### config.mk
export PLATFORM = sky130hd
export DESIGN_NAME = dmaw_engine
export DESIGN_NICKNAME = d
export VERILOG_FILES = /design/src/rtl/dmaw_pkg.sv /design/src/rtl/dmaw_regs.sv /design/src/rtl/dmaw_src_mux.sv /design/src/rtl/dmaw_fsm.sv /design/src/rtl/dmaw_engine.sv
export SDC_FILE = /design/constraint.sdc
export NUM_CORES = 1
export LEC_CHECK = 0
export ABC_AREA = 1
export CORE_ASPECT_RATIO = 0.9
export CORE_MARGIN = 4
export CORE_UTILIZATION = 43
export CTS_CLUSTER_SIZE = 40
export DETAILED_ROUTE_END_ITERATION = 7
export PLACE_DENSITY_LB_ADDON = 0.1
export SLEW_MARGIN = 40
export SYNTH_ARGS = -nofsm -noshare
export SYNTH_HDL_FRONTEND = slang
export SYNTH_SLANG_ARGS = --single-unit
### constraint.sdc
create_clock -name clk -period 2.1 [get_ports clk]
set_input_delay 0.42 -clock clk [delete_from_list [all_inputs] [get_ports clk]]
set_output_delay 0.42 -clock clk [all_outputs]
set_load 0.05 [all_outputs]
### src/rtl/dmaw_pkg.sv
package dmaw_pkg;

    localparam int REG_W = 32;

    typedef enum logic [1:0] {
        S_IDLE  = 2'd0,
        S_FETCH = 2'd1,
        S_WRITE = 2'd2
    } dmaw_state_e;

    localparam logic [1:0] IDX_ADDR = 2'd0;
    localparam logic [1:0] IDX_CNT  = 2'd1;
    localparam logic [1:0] IDX_CTL  = 2'd2;
    localparam logic [1:0] IDX_STAT = 2'd3;

    localparam int CTL_RUN     = 0;
    localparam int CTL_IE      = 1;
    localparam int CTL_SRC_LSB = 2;

    localparam int ST_BUSY = 0;
    localparam int ST_DONE = 1;
    localparam int ST_ERR  = 2;

endpackage

### src/rtl/dmaw_regs.sv
module dmaw_regs
    import dmaw_pkg::*;
#(
    parameter int ADDR_W = 32,
    parameter int CNT_W  = 16,
    parameter int SEL_W  = 2
) (
    input  logic              clk,
    input  logic              rst_n,
    input  logic              reg_wr,
    input  logic [1:0]        reg_idx,
    input  logic [REG_W-1:0]  reg_wdata,
    output logic [REG_W-1:0]  reg_rdata,
    input  logic              busy,
    input  logic              adv,
    input  logic              fin_done,
    input  logic              fin_err,
    output logic [ADDR_W-1:0] cur_addr,
    output logic              run,
    output logic [SEL_W-1:0]  src_sel,
    output logic              start,
    output logic              cnt_zero,
    output logic              cnt_one,
    output logic              irq
);

    logic [CNT_W-1:0] cnt_q;
    logic             ie_q;
    logic             done_q;
    logic             err_q;
    logic             wr_addr;
    logic             wr_cnt;
    logic             wr_ctl;
    logic             wr_stat;

    assign wr_addr  = reg_wr && (reg_idx == IDX_ADDR);
    assign wr_cnt   = reg_wr && (reg_idx == IDX_CNT);
    assign wr_ctl   = reg_wr && (reg_idx == IDX_CTL);
    assign wr_stat  = reg_wr && (reg_idx == IDX_STAT);
    assign cnt_zero = (cnt_q == '0);
    assign cnt_one  = (cnt_q == CNT_W'(1));
    assign start    = wr_ctl && reg_wdata[CTL_RUN] && !busy;
    assign irq      = (done_q || err_q) && ie_q;

    // Address: software load only when idle, hardware step per good write.
    always_ff @(posedge clk or negedge rst_n) begin
        if (!rst_n) begin
            cur_addr <= '0;
        end else if (wr_addr && !busy) begin
            cur_addr <= reg_wdata[ADDR_W-1:0];
        end else if (adv) begin
            cur_addr <= cur_addr + ADDR_W'(4);
        end
    end

    always_ff @(posedge clk or negedge rst_n) begin
        if (!rst_n) begin
            cnt_q <= '0;
        end else if (wr_cnt && !busy) begin
            cnt_q <= reg_wdata[CNT_W-1:0];
        end else if (adv) begin
            cnt_q <= cnt_q - CNT_W'(1);
        end
    end

    // Control: full write when idle; while busy run may only be cleared.
    always_ff @(posedge clk or negedge rst_n) begin
        if (!rst_n) begin
            run     <= 1'b0;
            ie_q    <= 1'b0;
            src_sel <= '0;
        end else begin
            if (wr_ctl && !busy) begin
                run     <= reg_wdata[CTL_RUN] && !cnt_zero;
                ie_q    <= reg_wdata[CTL_IE];
                src_sel <= reg_wdata[CTL_SRC_LSB +: SEL_W];
            end else if (wr_ctl) begin
                run  <= run && reg_wdata[CTL_RUN];
                ie_q <= reg_wdata[CTL_IE];
            end
            if (busy && (fin_done || fin_err)) begin
                run <= 1'b0;
            end
        end
    end

    // Sticky flags: start or write-one clears, hardware events set last.
    always_ff @(posedge clk or negedge rst_n) begin
        if (!rst_n) begin
            done_q <= 1'b0;
            err_q  <= 1'b0;
        end else begin
            if (start) begin
                done_q <= 1'b0;
                err_q  <= 1'b0;
            end else if (wr_stat) begin
                done_q <= done_q && !reg_wdata[ST_DONE];
                err_q  <= err_q && !reg_wdata[ST_ERR];
            end
            if (fin_done) begin
                done_q <= 1'b1;
            end
            if (fin_err) begin
                err_q <= 1'b1;
            end
        end
    end

    always_comb begin
        reg_rdata = '0;
        unique case (reg_idx)
            IDX_ADDR: reg_rdata = REG_W'(cur_addr);
            IDX_CNT:  reg_rdata = REG_W'(cnt_q);
            IDX_CTL: begin
                reg_rdata[CTL_RUN]                = run;
                reg_rdata[CTL_IE]                 = ie_q;
                reg_rdata[CTL_SRC_LSB +: SEL_W]   = src_sel;
            end
            IDX_STAT: begin
                reg_rdata[ST_BUSY] = busy;
                reg_rdata[ST_DONE] = done_q;
                reg_rdata[ST_ERR]  = err_q;
            end
            default: reg_rdata = '0;
        endcase
    end

endmodule

### src/rtl/dmaw_src_mux.sv
module dmaw_src_mux #(
    parameter int NUM_SRC = 4,
    parameter int DATA_W  = 32,
    parameter int SEL_W   = 2
) (
    input  logic [SEL_W-1:0]          sel,
    input  logic                      ready_in,
    input  logic [NUM_SRC-1:0]        dev_valid,
    input  logic [NUM_SRC*DATA_W-1:0] dev_data,
    output logic [NUM_SRC-1:0]        dev_ready,
    output logic                      sel_valid,
    output logic [DATA_W-1:0]         sel_data
);

    for (genvar g = 0; g < NUM_SRC; g++) begin : g_ready
        assign dev_ready[g] = ready_in && (sel == SEL_W'(g));
    end

    always_comb begin
        sel_valid = 1'b0;
        sel_data  = '0;
        for (int i = 0; i < NUM_SRC; i++) begin
            if (sel == SEL_W'(i)) begin
                sel_valid = dev_valid[i];
                sel_data  = dev_data[i*DATA_W +: DATA_W];
            end
        end
    end

endmodule

### src/rtl/dmaw_fsm.sv
module dmaw_fsm
    import dmaw_pkg::*;
#(
    parameter int DATA_W = 32
) (
    input  logic              clk,
    input  logic              rst_n,
    input  logic              start,
    input  logic              cnt_zero,
    input  logic              cnt_one,
    input  logic              run,
    input  logic              sel_valid,
    input  logic [DATA_W-1:0] sel_data,
    output logic              sel_ready,
    input  logic              mem_gnt,
    input  logic              mem_err,
    output logic              mem_req,
    output logic [DATA_W-1:0] mem_wdata,
    output logic              adv,
    output logic              fin_done,
    output logic              fin_err,
    output logic              busy
);

    dmaw_state_e      state_q;
    dmaw_state_e      state_d;
    logic [DATA_W-1:0] data_q;

    always_comb begin
        state_d = state_q;
        unique case (state_q)
            S_IDLE: begin
                if (start && !cnt_zero) state_d = S_FETCH;
            end
            S_FETCH: begin
                if (!run)           state_d = S_IDLE;
                else if (sel_valid) state_d = S_WRITE;
            end
            S_WRITE: begin
                if (mem_gnt) begin
                    if (mem_err || cnt_one || !run) state_d = S_IDLE;
                    else                            state_d = S_FETCH;
                end
            end
            default: state_d = S_IDLE;
        endcase
    end

    always_ff @(posedge clk or negedge rst_n) begin
        if (!rst_n) state_q <= S_IDLE;
        else        state_q <= state_d;
    end

    always_ff @(posedge clk or negedge rst_n) begin
        if (!rst_n) begin
            data_q <= '0;
        end else if (sel_ready && sel_valid) begin
            data_q <= sel_data;
        end
    end

    always_comb begin
        sel_ready = 1'b0;
        mem_req   = 1'b0;
        adv       = 1'b0;
        fin_done  = 1'b0;
        fin_err   = 1'b0;
        busy      = 1'b1;
        unique case (state_q)
            S_IDLE: begin
                busy     = 1'b0;
                fin_done = start && cnt_zero;
            end
            S_FETCH: begin
                sel_ready = run;
                fin_done  = !run;
            end
            S_WRITE: begin
                mem_req  = 1'b1;
                adv      = mem_gnt && !mem_err;
                fin_err  = mem_gnt && mem_err;
                fin_done = mem_gnt && !mem_err && (cnt_one || !run);
            end
            default: busy = 1'b0;
        endcase
    end

    assign mem_wdata = data_q;

endmodule

### src/rtl/dmaw_engine.sv
module dmaw_engine
    import dmaw_pkg::*;
#(
    parameter int ADDR_W  = 32,
    parameter int DATA_W  = 32,
    parameter int CNT_W   = 16,
    parameter int NUM_SRC = 4
) (
    input  logic                      clk,
    input  logic                      rst_n,
    input  logic                      reg_wr,
    input  logic [1:0]                reg_idx,
    input  logic [31:0]               reg_wdata,
    output logic [31:0]               reg_rdata,
    input  logic [NUM_SRC-1:0]        dev_valid,
    input  logic [NUM_SRC*DATA_W-1:0] dev_data,
    output logic [NUM_SRC-1:0]        dev_ready,
    output logic                      mem_req,
    output logic [ADDR_W-1:0]         mem_addr,
    output logic [DATA_W-1:0]         mem_wdata,
    input  logic                      mem_gnt,
    input  logic                      mem_err,
    output logic                      irq
);

    localparam int SEL_W = (NUM_SRC > 1) ? $clog2(NUM_SRC) : 1;

    logic              busy;
    logic              adv;
    logic              fin_done;
    logic              fin_err;
    logic              run;
    logic              start;
    logic              cnt_zero;
    logic              cnt_one;
    logic [SEL_W-1:0]  src_sel;
    logic              sel_ready;
    logic              sel_valid;
    logic [DATA_W-1:0] sel_data;

    dmaw_regs #(
        .ADDR_W (ADDR_W),
        .CNT_W  (CNT_W),
        .SEL_W  (SEL_W)
    ) regs_i (
        .clk       (clk),
        .rst_n     (rst_n),
        .reg_wr    (reg_wr),
        .reg_idx   (reg_idx),
        .reg_wdata (reg_wdata),
        .reg_rdata (reg_rdata),
        .busy      (busy),
        .adv       (adv),
        .fin_done  (fin_done),
        .fin_err   (fin_err),
        .cur_addr  (mem_addr),
        .run       (run),
        .src_sel   (src_sel),
        .start     (start),
        .cnt_zero  (cnt_zero),
        .cnt_one   (cnt_one),
        .irq       (irq)
    );

    dmaw_src_mux #(
        .NUM_SRC (NUM_SRC),
        .DATA_W  (DATA_W),
        .SEL_W   (SEL_W)
    ) mux_i (
        .sel       (src_sel),
        .ready_in  (sel_ready),
        .dev_valid (dev_valid),
        .dev_data  (dev_data),
        .dev_ready (dev_ready),
        .sel_valid (sel_valid),
        .sel_data  (sel_data)
    );

    dmaw_fsm #(
        .DATA_W (DATA_W)
    ) fsm_i (
        .clk       (clk),
        .rst_n     (rst_n),
        .start     (start),
        .cnt_zero  (cnt_zero),
        .cnt_one   (cnt_one),
        .run       (run),
        .sel_valid (sel_valid),
        .sel_data  (sel_data),
        .sel_ready (sel_ready),
        .mem_gnt   (mem_gnt),
        .mem_err   (mem_err),
        .mem_req   (mem_req),
        .mem_wdata (mem_wdata),
        .adv       (adv),
        .fin_done  (fin_done),
        .fin_err   (fin_err),
        .busy      (busy)
    );

endmodule

==> summary.md <==
| Metric | Value |
|---|---|
| Count of input and output buffers | around 270 |
| Clock Skew | just under 0.008 ns |
| DR vias | approximately 7500 |
| Root Driver | sky130_fd_sc_hd__clkbuf_16 |
| Maximum clock rate | 0.4840 GHz |
| Worst Hold End | fsm_i.mem_wdata[13] |
| Synthesized-area fraction occupied by xor and xnor cells | 0.02274 |
| Cell with the largest stage delay on the worst path | sky130_fd_sc_hd__clkdlybuf4s50_1 |
| Cell internal pwr | around 0.0067 W |
| Endpoint of the lowest-slack register-to-register path | regs_i.cnt_q[7] |
| Worst skew pair latency | ~0.35 ns |
| Synthesized-area fraction occupied by and/or/nand/nor cells | 0.3656 |
| Req. time, crit path | 1.68 ns |
| Seq cells post-synth | between 80 and 90 |
| Die area | between 15000 and 20000 sq um |
| Max-cap violations | 0 |
| HPWL after detailed placement | between 15000 and 20000 um |
| Cells after synthesis | around 900 |
| Starting Density | 0.4385 |
| Number of iterations in the first detailed-routing pass | 5 |
| Die height | roughly 120 um |
| 1st-iter DRT viols | 612 |
| Number of setup violations in the final report | 0 |
| Share of the clock period used by the worst path after layout | 0.9839 |
| Crit path buffers/inverters | 1 |
| Overall Global Routing Usage | 0.3024 |
| Total wirelength of the detailed-routed design | around 25000 um |
| CP Class | register to primary output |
| Portion of synthesized cell area occupied by the leading cell type | 0.3573 |
| Arithmetic-cell share of the synthesized area counting full adders, half adders and majority gates | 0.01624 |
| Power Total | around 0.014 W |
| Maximum level of the CTS H-tree | 3 |
| Sequential cell area fraction in the yosys report | 0.3573 |
| Cell taking the most area after synthesis | sky130_fd_sc_hd__dfrtp_1 |
| Std cell rows | between 40 and 50 |
| Power density over the cells | about 1400 nW/um^2 |
| Critical path data arrival time | between 1.5 and 2 ns |
| I/O Pins | approximately 270 |
| Routed vias/inst | about 5.4 |
| Most frequently used flop master after synthesis | sky130_fd_sc_hd__dfrtp_1 |
| Worst IR Drop VDD | 852.2 uV |
| Worst max-slew margin expressed relative to the limit | 0.6221 |
| Fillcell total | 1185 |
| Number of antenna violations at the first check in global routing | 0 |
| Top cells by count, synth | sky130_fd_sc_hd__nand2_1, sky130_fd_sc_hd__dfrtp_1, sky130_fd_sc_hd__inv_1 |
| Placed cell count | 1376 |
| Residual overflow from global routing | 0 |
| Min-Delay Startpoint | fsm_i.mem_wdata[13] |
| Core Footprint | 14060 sq um |
| Kind of start point of the critical path | register |
| Pin count of the biggest net entering global routing | just over 40 |
| Peak per-stage delay on the critical path | approximately 0.85 ns |
| Wire length of the first global-routing pass | about 39000 um |
| Post-route DRC | 0 |
| Maximum net fanout on the critical path | 6 |
| Fraction of power consumed by sequential logic | 0.232 |
| Number of library cell types mapped by synthesis | 40 |
| Clock power share | 0.120 |
| Horiz. Die Dim | 134.2 um |
| Net count, final | between 1000 and 1500 |
| Yosys warning count | 0 |
| Number of buffers on the longest clock path | 2 |
| Net switching power | between 0.007 and 0.008 W |
| Final hold vios | 0 |
| Area growth from synthesis to final layout | 64.19% |
| Ranking of synthesized cells by area | sky130_fd_sc_hd__dfrtp_1, sky130_fd_sc_hd__nand2_1, sky130_fd_sc_hd__nand3_1 |
| Number of buffers inserted during clock tree synthesis | 9 |
| Clock tree from TritonCTS | yes |
| Setup repair after global routing missed its margin | no |
| Leading cell type by number of instances after synthesis | sky130_fd_sc_hd__nand2_1 |
| FF-to-FF Start | fsm_i.state_q[0] |
| Detail Route Antenna Nets | 0 |
| Synth Area in Compound Gates | 0.1525 |
| Via count of the first global-routing pass | around 7400 |
| Worst Hold Depth | 2 |
| Antenna fix cells | 0 |
| Run status | completed |
| Leak Pwr | between 4 and 5 nW |
| Ratio of cells with drive above 1 in the final layout | 0.1286 |
| EDFF count, synth | 0 |
| Share of async-settable or async-resettable flops after synthesis | 1.000 |
| Worst-Margin Slew | around 0.57 ns |
| Clock transition at the register clock pins on the worst setup and hold paths after CTS | roughly 0.060 ns |
| Comb power frac | 0.648 |
| Reg2Reg Setup Slack | roughly 0.23 ns |
| Average wire length per cell after detail routing | around 18 um |
| CP endpoint kind | primary output |
| Routability congestion estimate | 0.9295 |
| Final Non-Filler Cells | around 1400 |
| Dominant combinational cell family by area after synthesis | simple AND/OR/NAND/NOR gates |
| Fraction of synthesized area in multiplexers | 0 |
| Minimum clock period | 2.066 ns |
| Ordered cell list for the critical path | clkdlybuf4s50_1 |
| Synthesized area | between 6000 and 7000 sq um |
| Largest delay contributor family on the critical path | buffers and inverters |
| Avg Synthesized Cell Area | 6.833 sq um |
| Max-slew violation count | 0 |
| Number of clock sinks seen by CTS | 88 |
| Class of the tightest hold or removal check | register to register |
| Switching share of total power | 0.5286 |
| Depth of the worst register-to-register path | 11 |
| Total nets after synthesis | around 1100 |
## stage by stage
stage	setup TNS [ns]	instance area (sq um)	worst slack [ns]	util	hold WS, ns
floorplan	-0.2768	6187	-0.09076	-	0.1244
global placement	-8.918	9703	-0.2933	0.6903	0.3608
detailed placement	-11.15	9703	-0.3251	0.6903	0.3563
CTS	0	10080	0.0003720	0.7175	0.4825
global route	0	10120	0.0001649	0.7200	0.5076
finish	0	10120	0.03386	0.7200	0.4805
## worst register-to-register path, cell delays in order (launching register included)
cell                      delay (ns)
sky130_fd_sc_hd__dfrtp_1        0.40
sky130_fd_sc_hd__inv_1          0.08
sky130_fd_sc_hd__ha_1           0.31
sky130_fd_sc_hd__inv_2          0.06
sky130_fd_sc_hd__nand2_4        0.13
sky130_fd_sc_hd__nor2_4         0.07
sky130_fd_sc_hd__inv_2          0.18
sky130_fd_sc_hd__o21ai_0        0.16
sky130_fd_sc_hd__nor3_1         0.15
sky130_fd_sc_hd__nand3_1        0.09
sky130_fd_sc_hd__o21ai_0        0.08
sky130_fd_sc_hd__nor2_1         0.05
## registers in the layout, indices dropped and copies added (netlist names)
signal	cells
regs_i.src_sel	2
fsm_i.state_q	2
regs_i.run	1
regs_i.cur_addr	32
regs_i.cnt_q	16
regs_i.err_q	1
regs_i.done_q	1
regs_i.ie_q	1
fsm_i.mem_wdata	32
## cell usage in the layout, fill, tap and decap left out, types with 2 or more instances in the layout
master / netlist / final
sky130_fd_sc_hd__buf_4: 7 / 58
sky130_fd_sc_hd__o21a_1: 2 / 2
sky130_fd_sc_hd__o22ai_1: 8 / 7
sky130_fd_sc_hd__clkdlybuf4s50_1: 0 / 216
sky130_fd_sc_hd__a221oi_1: 2 / 2
sky130_fd_sc_hd__nand2_1: 289 / 289
sky130_fd_sc_hd__nor2_4: 7 / 7
sky130_fd_sc_hd__clkbuf_16: 0 / 9
sky130_fd_sc_hd__inv_2: 6 / 5
sky130_fd_sc_hd__o2111ai_2: 0 / 2
sky130_fd_sc_hd__o21ai_0: 45 / 41
sky130_fd_sc_hd__nor2_8: 2 / 2
sky130_fd_sc_hd__o211ai_1: 25 / 25
sky130_fd_sc_hd__nor3_2: 1 / 2
sky130_fd_sc_hd__dfrtp_1: 88 / 87
sky130_fd_sc_hd__buf_12: 0 / 41
sky130_fd_sc_hd__o221ai_1: 14 / 14
sky130_fd_sc_hd__nand2_4: 1 / 2
sky130_fd_sc_hd__xnor2_1: 3 / 3
sky130_fd_sc_hd__dlymetal6s2s_1: 0 / 5
sky130_fd_sc_hd__a21oi_1: 13 / 13
sky130_fd_sc_hd__clkbuf_8: 0 / 2
sky130_fd_sc_hd__ha_1: 8 / 8
sky130_fd_sc_hd__nand4_1: 25 / 25
sky130_fd_sc_hd__nor3_1: 16 / 13
sky130_fd_sc_hd__xor2_1: 13 / 13
sky130_fd_sc_hd__o21ai_1: 34 / 38
sky130_fd_sc_hd__clkinvlp_4: 0 / 3
sky130_fd_sc_hd__o31ai_1: 2 / 2
sky130_fd_sc_hd__o2111ai_1: 4 / 2
sky130_fd_sc_hd__nor2_2: 8 / 9
sky130_fd_sc_hd__nor3_4: 0 / 2
sky130_fd_sc_hd__inv_1: 83 / 81
sky130_fd_sc_hd__dlygate4sd2_1: 0 / 3
sky130_fd_sc_hd__nand3_1: 80 / 80
sky130_fd_sc_hd__nor2_1: 74 / 73
## what timing repair did
item,in CTS,in global routing
pin swaps,1,2
endpoints found under the setup margin,36,16
resized for setup,10,12
hold buffers,1,0
setup buffers,4,1
cloned,0,0
hold endpoints to repair,24,0
## cells by family (layout without fill, tap and decap cells)
logic type,count (synthesis),in the layout
AO/OA/AOI/OAI,152,152
adder cells (fa/ha/maj),8,8
XOR/XNOR,16,16
flip-flops,88,88
AND/OR/NAND/NOR,511,511
buffers and inverters,127,430
## area by class of cell
| class | instances | area (sq um) | share of cell area |
|---|---|---|---|
| Timing Repair Buffer | 325 | 3528 | 0.3487 |
| Multi-Input combinational cell | 687 | 3487 | 0.3446 |
| Sequential cell | 88 | 2203 | 0.2177 |
| Inverter | 89 | 342.8 | 0.03388 |
| Clock buffer | 11 | 252.7 | 0.02498 |
| Tap cell | 193 | 241.5 | 0.02386 |
| Clock inverter | 5 | 63.81 | 0.006306 |
## worst max-delay path by stage
| stage | cells after the start | start | to |
|---|---|---|---|
| final | 1 | regs_i.cur_addr[14] | mem_addr[14] |
| after global routing | 1 | regs_i.cur_addr[10] | mem_addr[10] |
| after CTS | 6 | fsm_i.state_q[1] | dev_ready[2] |
| after detailed placement | 6 | reg_idx[0] | reg_rdata[3] |
| after global placement | 6 | reg_idx[0] | reg_rdata[3] |
| after floorplan | 6 | fsm_i.state_q[1] | dev_ready[0] |
## power groups by stage
stage,Combinational [W],Sequential (W),Clock (W)
after detailed placement,0.00914,0.00330,0
after floorplan,0.00372,0.00512,0
after global placement,0.00907,0.00329,0
after CTS,0.00923,0.00329,0.00173
after global routing,0.00989,0.00342,0.00180
final,0.00925,0.00331,0.00171
## metal layers
layer  GRT usage  routed length, um  vias to the layer above
li1            -                  -                     3607
met1      0.3799              10010                     3497
met2      0.5057              11840                      369
met3     0.06358               2052                       66
met4      0.1336               1043                        0
met5           0                  0                        -
Power figures use the tool's default switching activity.
